**src/rtl/dshift_pkg.sv**
```systemverilog
package dshift_pkg;

  typedef enum logic {
    MODE_LOGICAL = 1'b0,
    MODE_ARITH   = 1'b1
  } shift_mode_e;

  typedef enum logic [1:0] {
    DIR_LEFT  = 2'd0,
    DIR_RIGHT = 2'd1,
    DIR_FULL  = 2'd2
  } shift_dir_e;

endpackage

```
**src/rtl/dshift_decode.sv**
```systemverilog
module dshift_decode
  import dshift_pkg::*;
#(
  parameter int unsigned SHAMT_W = 5
) (
  input  logic               sign_i,
  input  logic [SHAMT_W-1:0] field_i,
  output shift_dir_e         dir_o,
  output logic [SHAMT_W-1:0] amt_o
);

  logic [SHAMT_W-1:0] neg_amt;

  // wraps to zero exactly when field is zero; that case goes to DIR_FULL
  assign neg_amt = (~field_i) + {{(SHAMT_W-1){1'b0}}, 1'b1};

  always_comb begin
    if (!sign_i) begin
      dir_o = DIR_LEFT;
      amt_o = field_i;
    end else if (field_i == '0) begin
      dir_o = DIR_FULL;
      amt_o = '0;
    end else begin
      dir_o = DIR_RIGHT;
      amt_o = neg_amt;
    end
  end

endmodule

```
**src/rtl/dshift_barrel.sv**
```systemverilog
module dshift_barrel
  import dshift_pkg::*;
#(
  parameter int unsigned DATA_W  = 32,
  parameter int unsigned SHAMT_W = $clog2(DATA_W)
) (
  input  logic [DATA_W-1:0]  data_i,
  input  logic [SHAMT_W-1:0] amt_i,
  input  shift_dir_e         dir_i,
  input  logic               fill_i,
  output logic [DATA_W-1:0]  result_o
);

  logic [DATA_W-1:0] stage [0:SHAMT_W];
  logic              go_right;

  assign go_right = (dir_i == DIR_RIGHT);
  assign stage[0] = data_i;

  for (genvar k = 0; k < SHAMT_W; k++) begin : g_stage
    localparam int unsigned S = 1 << k;
    logic [DATA_W-1:0] shl, shr;
    assign shl = {stage[k][DATA_W-1-S:0], {S{1'b0}}};
    assign shr = {{S{fill_i}}, stage[k][DATA_W-1:S]};
    assign stage[k+1] = !amt_i[k] ? stage[k] : (go_right ? shr : shl);
  end

  assign result_o = (dir_i == DIR_FULL) ? {DATA_W{fill_i}} : stage[SHAMT_W];

endmodule

```
**src/rtl/dshift_unit.sv**
```systemverilog
module dshift_unit
  import dshift_pkg::*;
#(
  parameter int unsigned DATA_W  = 32,
  parameter bit          OUT_REG = 1'b1
) (
  input  logic              clk_i,
  input  logic              rst_ni,
  input  logic [DATA_W-1:0] data_i,
  input  logic [DATA_W-1:0] ctrl_i,
  input  logic              arith_i,
  output logic [DATA_W-1:0] result_o
);

  localparam int unsigned SHAMT_W = $clog2(DATA_W);

  shift_dir_e         dir;
  logic [SHAMT_W-1:0] amt;
  logic               fill;
  logic [DATA_W-1:0]  shift_res;
  shift_mode_e        mode;

  assign mode = shift_mode_e'(arith_i);

  dshift_decode #(.SHAMT_W(SHAMT_W)) u_decode (
    .sign_i  (ctrl_i[DATA_W-1]),
    .field_i (ctrl_i[SHAMT_W-1:0]),
    .dir_o   (dir),
    .amt_o   (amt)
  );

  assign fill = (mode == MODE_ARITH) && (dir != DIR_LEFT) && data_i[DATA_W-1];

  dshift_barrel #(.DATA_W(DATA_W), .SHAMT_W(SHAMT_W)) u_barrel (
    .data_i   (data_i),
    .amt_i    (amt),
    .dir_i    (dir),
    .fill_i   (fill),
    .result_o (shift_res)
  );

  if (OUT_REG) begin : g_reg
    logic [DATA_W-1:0] res_q;
    always_ff @(posedge clk_i or negedge rst_ni) begin
      if (!rst_ni) res_q <= '0;
      else         res_q <= shift_res;
    end
    assign result_o = res_q;

    assert_reg_latency_R8: assert property (@(posedge clk_i) disable iff (!rst_ni)
      1'b1 |=> result_o == $past(shift_res));
  end else begin : g_comb
    assign result_o = shift_res;
  end

  // checks on datapath output versus ports
  assert_zero_ctrl_passthru_R7: assert property (@(posedge clk_i) disable iff (!rst_ni)
    (ctrl_i == '0) |-> (shift_res == data_i));

  assert_full_logical_zero_R5: assert property (@(posedge clk_i) disable iff (!rst_ni)
    (ctrl_i[DATA_W-1] && ctrl_i[SHAMT_W-1:0] == '0 && !arith_i) |-> (shift_res == '0));

  assert_full_arith_sign_R4: assert property (@(posedge clk_i) disable iff (!rst_ni)
    (ctrl_i[DATA_W-1] && ctrl_i[SHAMT_W-1:0] == '0 && arith_i)
      |-> (shift_res == {DATA_W{data_i[DATA_W-1]}}));

  assert_left_lsb_zero_R1: assert property (@(posedge clk_i) disable iff (!rst_ni)
    (!ctrl_i[DATA_W-1] && ctrl_i[SHAMT_W-1:0] != '0) |-> (shift_res[0] == 1'b0));

  assert_right_fill_msb_R3: assert property (@(posedge clk_i) disable iff (!rst_ni)
    (ctrl_i[DATA_W-1] && ctrl_i[SHAMT_W-1:0] != '0)
      |-> (shift_res[DATA_W-1] == (arith_i & data_i[DATA_W-1])));

endmodule

```
**config.mk**
```make
export PLATFORM = sky130hd
export DESIGN_NAME = dshift_unit
export DESIGN_NICKNAME = d
export VERILOG_FILES = /design/src/rtl/dshift_pkg.sv /design/src/rtl/dshift_decode.sv /design/src/rtl/dshift_barrel.sv /design/src/rtl/dshift_unit.sv
export SDC_FILE = /design/constraint.sdc
export NUM_CORES = 1
export LEC_CHECK = 0
export ABC_AREA = 1
export BUFFER_PORTS_ARGS = -buffer_cell sky130_fd_sc_hd__buf_4
export CORE_ASPECT_RATIO = 0.7
export CORE_MARGIN = 2
export CORE_UTILIZATION = 30
export DETAILED_ROUTE_END_ITERATION = 10
export PLACE_DENSITY = 0.47
export SYNTH_ARGS = -nofsm -noshare
export SYNTH_HDL_FRONTEND = slang
export SYNTH_SLANG_ARGS = --single-unit
```
**constraint.sdc**
```tcl
create_clock -name clk_i -period 0.8 [get_ports clk_i]
set_input_delay 0.04 -clock clk_i [delete_from_list [all_inputs] [get_ports clk_i]]
set_output_delay 0.04 -clock clk_i [all_outputs]
set_load 0.02 [all_outputs]
```
==> results of run 1 <==
## timing repair
item,4_1_cts,5_1_grt
cloned,8,1
hold endpoints to repair,32,0
gates resized for setup,258,62
setup endpoints to repair,64,64
buffers inserted,18,2
pin swaps,61,22
hold buffers,1,0
## synth_stat cells (all sizes together)
master and number:
inv 43, nand2 367, nand4 7, nand3 270, clkbuf 10, ha 2, clkinv 1, o31ai 2
and2 1, nor2 16, a21o 1, buf 40, o21ai 25, a21oi 5, or2 7, dfrtp 32
## cells in the final DEF (no fill, tap or decap), types with 18 or more instances in the layout
cell type	synthesis	final
nand3_1	237	90
buf_4	9	112
buf_12	0	18
nand3_2	33	143
dfrtp_1	32	32
buf_6	8	40
nand3_4	0	37
nand2_1	364	312
nand2_2	2	50
inv_1	37	36
## path summary, 6_finish.rpt
| path | start | endpoint | slack (ns) | cells past startpoint |
|---|---|---|---|---|
| max in group asynchronous | rst_ni | result_o[6]$_DFF_PN0_ | 0.27 | 2 |
| setup / recovery | ctrl_i[0] | result_o[16]$_DFF_PN0_ | -1.28 | 20 |
| hold / removal | rst_ni | result_o[3]$_DFF_PN0_ | 0.24 | 2 |
| min in group clk_i | arith_i | result_o[17]$_DFF_PN0_ | 0.30 | 4 |
## logic make-up (layout without fill, tap and decap cells)
family                     Yosys count  count (layout)  share of synthesized area [%]
AOI/OAI and AO/OA                   33              33                           4.21
adders and majority gates            2               2                          0.547
buffers and inverters               94             233                           10.4
DFF                                 32              32                           17.5
and+or+nand+nor                    668             670                           67.3
## final cells by class
cell class	instances	area [um2]	area share, %
Multi-Input combinational cell	705	4670	58.5
Sequential cell	32	801	10.0
Clock inverter	2	12.5	0.157
Inverter	44	204	2.56
Tap cell	195	244	3.06
Clock buffer	5	125	1.57
Timing Repair Buffer	182	1920	24.1
## metrics by stage
step	setup slack, ns	total power [uW]	setup TNS (ns)	cells	utilization [%]
after detailed placement	-1.82	7200	-54.38	1128	40.4
after CTS	-1.18	10400	-37.31	1162	51.7
final	-1.28	10700	-38.80	1165	53.9
after global routing	-1.38	11400	-43.36	1165	53.9
after global placement	-1.81	7210	-53.31	1128	40.4
after floorplan	-1.12	5180	-33.78	829	-
## report_power, final
part / total [uW] / switching (uW) / internal (uW) / leakage (uW)
clock network: 1750 / 628 / 1120 / 0.0000657
logic: 6870 / 4020 / 2850 / 0.00359
registers: 2060 / 140 / 1920 / 0.000395
total: 10700 / 4780 / 5900 / 0.00405
## metal layers
| layer | vias to the layer above | global-route usage (%) | wire (um) | share of wire, % |
|---|---|---|---|---|
| met4 | 0 | 2.71 | 136 | 0.66 |
| li1 | 3031 | - | - | - |
| met2 | 213 | 39.5 | 8970 | 44 |
| met5 | - | 0 | 0 | 0 |
| met1 | 2967 | 38.2 | 10000 | 49 |
| met3 | 15 | 4.96 | 1400 | 6.8 |
==> run metrics, run 1 <==
power per cell area=1340 nW/um2; startpoint types=input port; CTS root buffer=clkbuf_16; Vias/cell=5.34; post-synthesis cell count=829; delay-heaviest family, CP=simple AND/OR/NAND/NOR gates; max reg flops=32; routability cong.=0.922; vias in the first global route=6151; 1st-iter DRT viols=439; # DRC=0; status=finished with violations; drt total wl=20.5 mm; post-synth design cell area=4570 um2; share of layout cells above drive strength 1=48.5%; Area growth syn-to-layout=74.5%; CP cell instances=buf_12 -> inv_16 -> ha_4 -> nand2_4 -> nor2_4 -> ha_4 -> a21oi_4 -> buf_12 -> buf_8 -> buf_6 -> nand3_4 -> nand2_2 -> nand2_2 -> nand3_2 -> nand3_2 -> nand2_2 -> nand3_2 -> buf_4 -> o21ai_1 -> nand2_1; # setup viols final=64; Placed Area=5980 um2; worst setup path class=input port to flip-flop; Yosys top cell by area=nand2_1; RSZ-0062 raised after global routing=yes; Achievable Freq=480 MHz; Synth area leaders=nand2_1 30%, nand3_1 26%, dfrtp_1 18%; gr usage total=25.6%; port bufs=72; leakage=0.00405 uW; Rows=37; Die H=107 um; post-synthesis register bit count=32; worst-margin pin slew=0.608 ns; Max-cap violations=0; IO Count=99; final hold violations=0; Tcrit/Tclk final=261%; Synth top area share=29.9%; DPL Wire Length=14.4 mm; critical path data required time=0.96 ns; Max Root-Sink Buffers=2; CTS tree=built; die outline area=16300 um2; max-slew violation count=0; final design area excluding fillers=7980 um2; syn_area_per_cell=5.51 um2; PnR worst setup slack=-1.28 ns; part of the Yosys area used for sequential elements=17.5%; Die X-Extent=152 um; Final #Nets=1039; Congestion Overflow GR=0; failing checks=negative setup slack; worst path bufs/invs=6; diodes inserted=0; starting density of the core=30.9%; # fillers=1508; relative slew slack=59.4%; Cell variety after synth=29; Final ANT Viol Nets=0; synth warn=0; highest-delay cell along the critical path=a21oi_4; hold_ws=0.241 ns; DR vias=6226; core box area=14800 um2; Worst EP arrival=2.25 ns; clk slew on worst S/H paths=0.05 ns; Crit. End Element=flip-flop; peak supply drop=924 uV; initial antenna violation count=0; clk sinks=32; CP max FO=8; first-pass GRT wire length=32.6 mm; Pre-antenna DRT Iters=5; CTS H-Tree Depth=2; CP max stage delay=0.20 ns; Num CTS Buffers=5; largest net degree at the start of global routing=33; routed len/inst=17.6 um; Post-Syn Nets=898; worst hold path type=input port to asynchronous set/reset pin; Final min period=2.08 ns
Power figures use the tool's default switching activity.
==> run 2, diff against run 1 <==
--- a/config.mk
+++ b/config.mk
@@ -12,6 +12,7 @@
 export CORE_UTILIZATION = 30
 export DETAILED_ROUTE_END_ITERATION = 10
 export PLACE_DENSITY = 0.47
+export SLEW_MARGIN = 25
 export SYNTH_ARGS = -nofsm -noshare
 export SYNTH_HDL_FRONTEND = slang
 export SYNTH_SLANG_ARGS = --single-unit
==> constraint.sdc (replaced) <==
create_clock -name clk_i -period 2.4 [get_ports clk_i]
set_input_delay 0.12 -clock clk_i [delete_from_list [all_inputs] [get_ports clk_i]]
set_output_delay 0.12 -clock clk_i [all_outputs]
set_load 0.02 [all_outputs]
==> run 2 against run 1 <==
Compared with the run above: the flow now finishes without violations; sequential power down 67%; power down 71%; global-route usage down 2.4 points; die area unchanged; combinational power down 75%; cell count down 2.8%; via count down 7.6%; sequential share of layout area up 3.1 points; core utilization down 13 points.
==> run metrics, run 2 (synthesis results as in run 1) <==
diodes inserted=0 (unchanged); Final #Nets=1006 (-3.2%); routed len/inst=16.1 um (-8.5%); Logic pwr share=56.3% (-8.0 points); Num CTS Buffers=5 (unchanged); Max Root-Sink Buffers=2 (unchanged); Total Neg Setup Slack=0 ns (+38.80 ns); Internal Pwr Total=1740 uW (-70%); peak supply drop=260 uV (-72%); Worst Setup SP=ctrl_i[0]; worst-margin pin slew=0.430 ns (-0.178 ns); Net Switching=1320 uW (-72%); worst setup path class=input port to flip-flop; CTS H-Tree Depth=2 (unchanged); IO Count=99 (unchanged); largest net degree at the start of global routing=36 (+9.1%); CTS root buffer=clkbuf_16; Die X-Extent=152 um (unchanged); Clock Power Share=21.7% (+5.3 points); Max-cap violations=0 (unchanged); max-slew violation count=0 (unchanged); DPL Wire Length=14.7 mm (+2.0%); Area growth syn-to-layout=33.1%; Worst EP arrival=2.38 ns (+0.13 ns); sequential share of power=22.0% (+2.7 points); leakage=0.00339 uW (-16%); final hold violations=0 (unchanged); gr usage total=23.3% (-2.4 points); Placed Area=5810 um2 (-2.8%); die outline area=16300 um2 (unchanged); 1st-iter DRT viols=381 (-13%); Achievable Freq=453 MHz; Final min period=2.21 ns; power per cell area=504 nW/um2 (-62%); starting density of the core=30.9% (unchanged); CP max FO=22 (+14); most frequent cells in the layout=362 x nand2_1, 223 x nand3_1, 133 x buf_4, 47 x nand3_2, 37 x inv_1; Tcrit/Tclk final=92.0%; startpoint types=input port; first-pass GRT wire length=29.6 mm (-9.3%); max reg flops=32 (unchanged); clk slew on worst S/H paths=0.06 ns (about the same); Pre-antenna DRT Iters=5 (unchanged); vias in the first global route=5507 (-10%); post-CTS setup buffers=0 (-18); initial antenna violation count=0 (unchanged); critical path data required time=2.57 ns (+1.61 ns); # setup viols final=0 (-100%); clk sinks=32 (unchanged); Vias/cell=5.08 (-4.9%); routability cong.=0.889 (-3.6%); # DRC=0 (unchanged); relative slew slack=71.3% (+12 points); port bufs=72 (unchanged); Congestion Overflow GR=0 (unchanged); Die H=107 um (unchanged); switch share=43.2% (-1.6 points); Crit. End Element=flip-flop; most common cell after layout, fill and taps aside=nand2_1; core box area=14800 um2 (unchanged); status=finished clean; share of layout cells above drive strength 1=25.0% (-23 points); Final ANT Viol Nets=0 (unchanged); CTS tree=built; drt total wl=18.2 mm (-11%); Rows=37 (unchanged); worst hold path type=input port to asynchronous set/reset pin; final design area excluding fillers=6090 um2 (-24%); worst setup path end=result_o[19]$_DFF_PN0_; DR vias=5754 (-7.6%)
-- run 2: cell types whose count changed in the layout (fill, tap and decap cells not counted), moves of 5 or more --
| cell | change |
|---|---|
| buf_6 | -37 |
| or2_4 | -5 |
| buf_16 | -7 |
| buf_4 | +21 |
| nand2_1 | +50 |
| o21ai_1 | +6 |
| nand3_4 | -37 |
| nor2_1 | +5 |
| nand2_2 | -46 |
| nand3_1 | +133 |
| o21ai_2 | -7 |
| nand3_2 | -96 |
-- run 2: critical path, cell delays in order --
cell and delay [ns]:
buf_4 0.09, inv_2 0.03, ha_1 0.19, nand2_1 0.10
nor2_2 0.05, ha_4 0.18, a21oi_4 0.21, buf_12 0.20
buf_4 0.13, nand3_2 0.08, nand3_1 0.09, nand3_1 0.12
nand3_1 0.12, nand3_2 0.13, nand2_1 0.10, nand3_2 0.09
buf_4 0.14, o21ai_1 0.12, nand2_1 0.08
-- run 2: what timing repair did --
item / CTS / global route
hold endpoints to repair: 32 / 0
endpoints found under the setup margin: 0 / 32
hold buffers: 1 / 0
resized for setup: 0 / 25
-- run 2: routing by layer --
layer / share of wire [%] / up-vias / GRT usage [%]
met3: 5.6 / 15 / 3.31
met4: 0.90 / 0 / 2.78
met2: 40 / 160 / 34.0
met1: 53 / 2643 / 36.8
met5: 0 / - / 0
li1: - / 2936 / -
-- run 2: worst min path at each step --
stage | startpoint | endpoint | slack (ns)
after floorplan | rst_ni | result_o[0]$_DFF_PN0_ | -0.18
after global placement | rst_ni | result_o[1]$_DFF_PN0_ | 0.09
after detailed placement | rst_ni | result_o[1]$_DFF_PN0_ | 0.1
after CTS | rst_ni | result_o[1]$_DFF_PN0_ | 0.34
after global routing | arith_i | result_o[8]$_DFF_PN0_ | 0.35
final | rst_ni | result_o[1]$_DFF_PN0_ | 0.32
-- run 2: cell type report --
type / count / area [um2]
Fill cell: 1703 / 8730
Multi-Input combinational cell: 703 / 3400
Timing Repair Buffer: 151 / 1320
Sequential cell: 32 / 801
Tap cell: 195 / 244
Inverter: 44 / 165
Clock buffer: 7 / 153
-- run 2: power groups by stage --
stage	Clock [uW]	Sequential (uW)	Combinational (uW)
after floorplan	0	806	887
after detailed placement	0	681	1690
after CTS	674	675	1690
after global routing	704	685	1920
final	665	674	1730
after global placement	0	686	1690
-- run 2: stage by stage --
step | setup slack (ns) | total power [uW] | hold slack [ns] | util (%) | cells
6_report | 0.192 | 3060 | 0.321 | 41.1 | 1132
5_1_grt | -0.00488 | 3310 | 0.354 | 41.1 | 1132
4_1_cts | 0.0681 | 3040 | 0.341 | 40.3 | 1132
3_5_place_dp | -0.214 | 2370 | 0.0982 | 39.2 | 1124
3_3_place_gp | -0.195 | 2380 | 0.0924 | 39.2 | 1124
2_1_floorplan | 0.250 | 1690 | -0.176 | - | 829
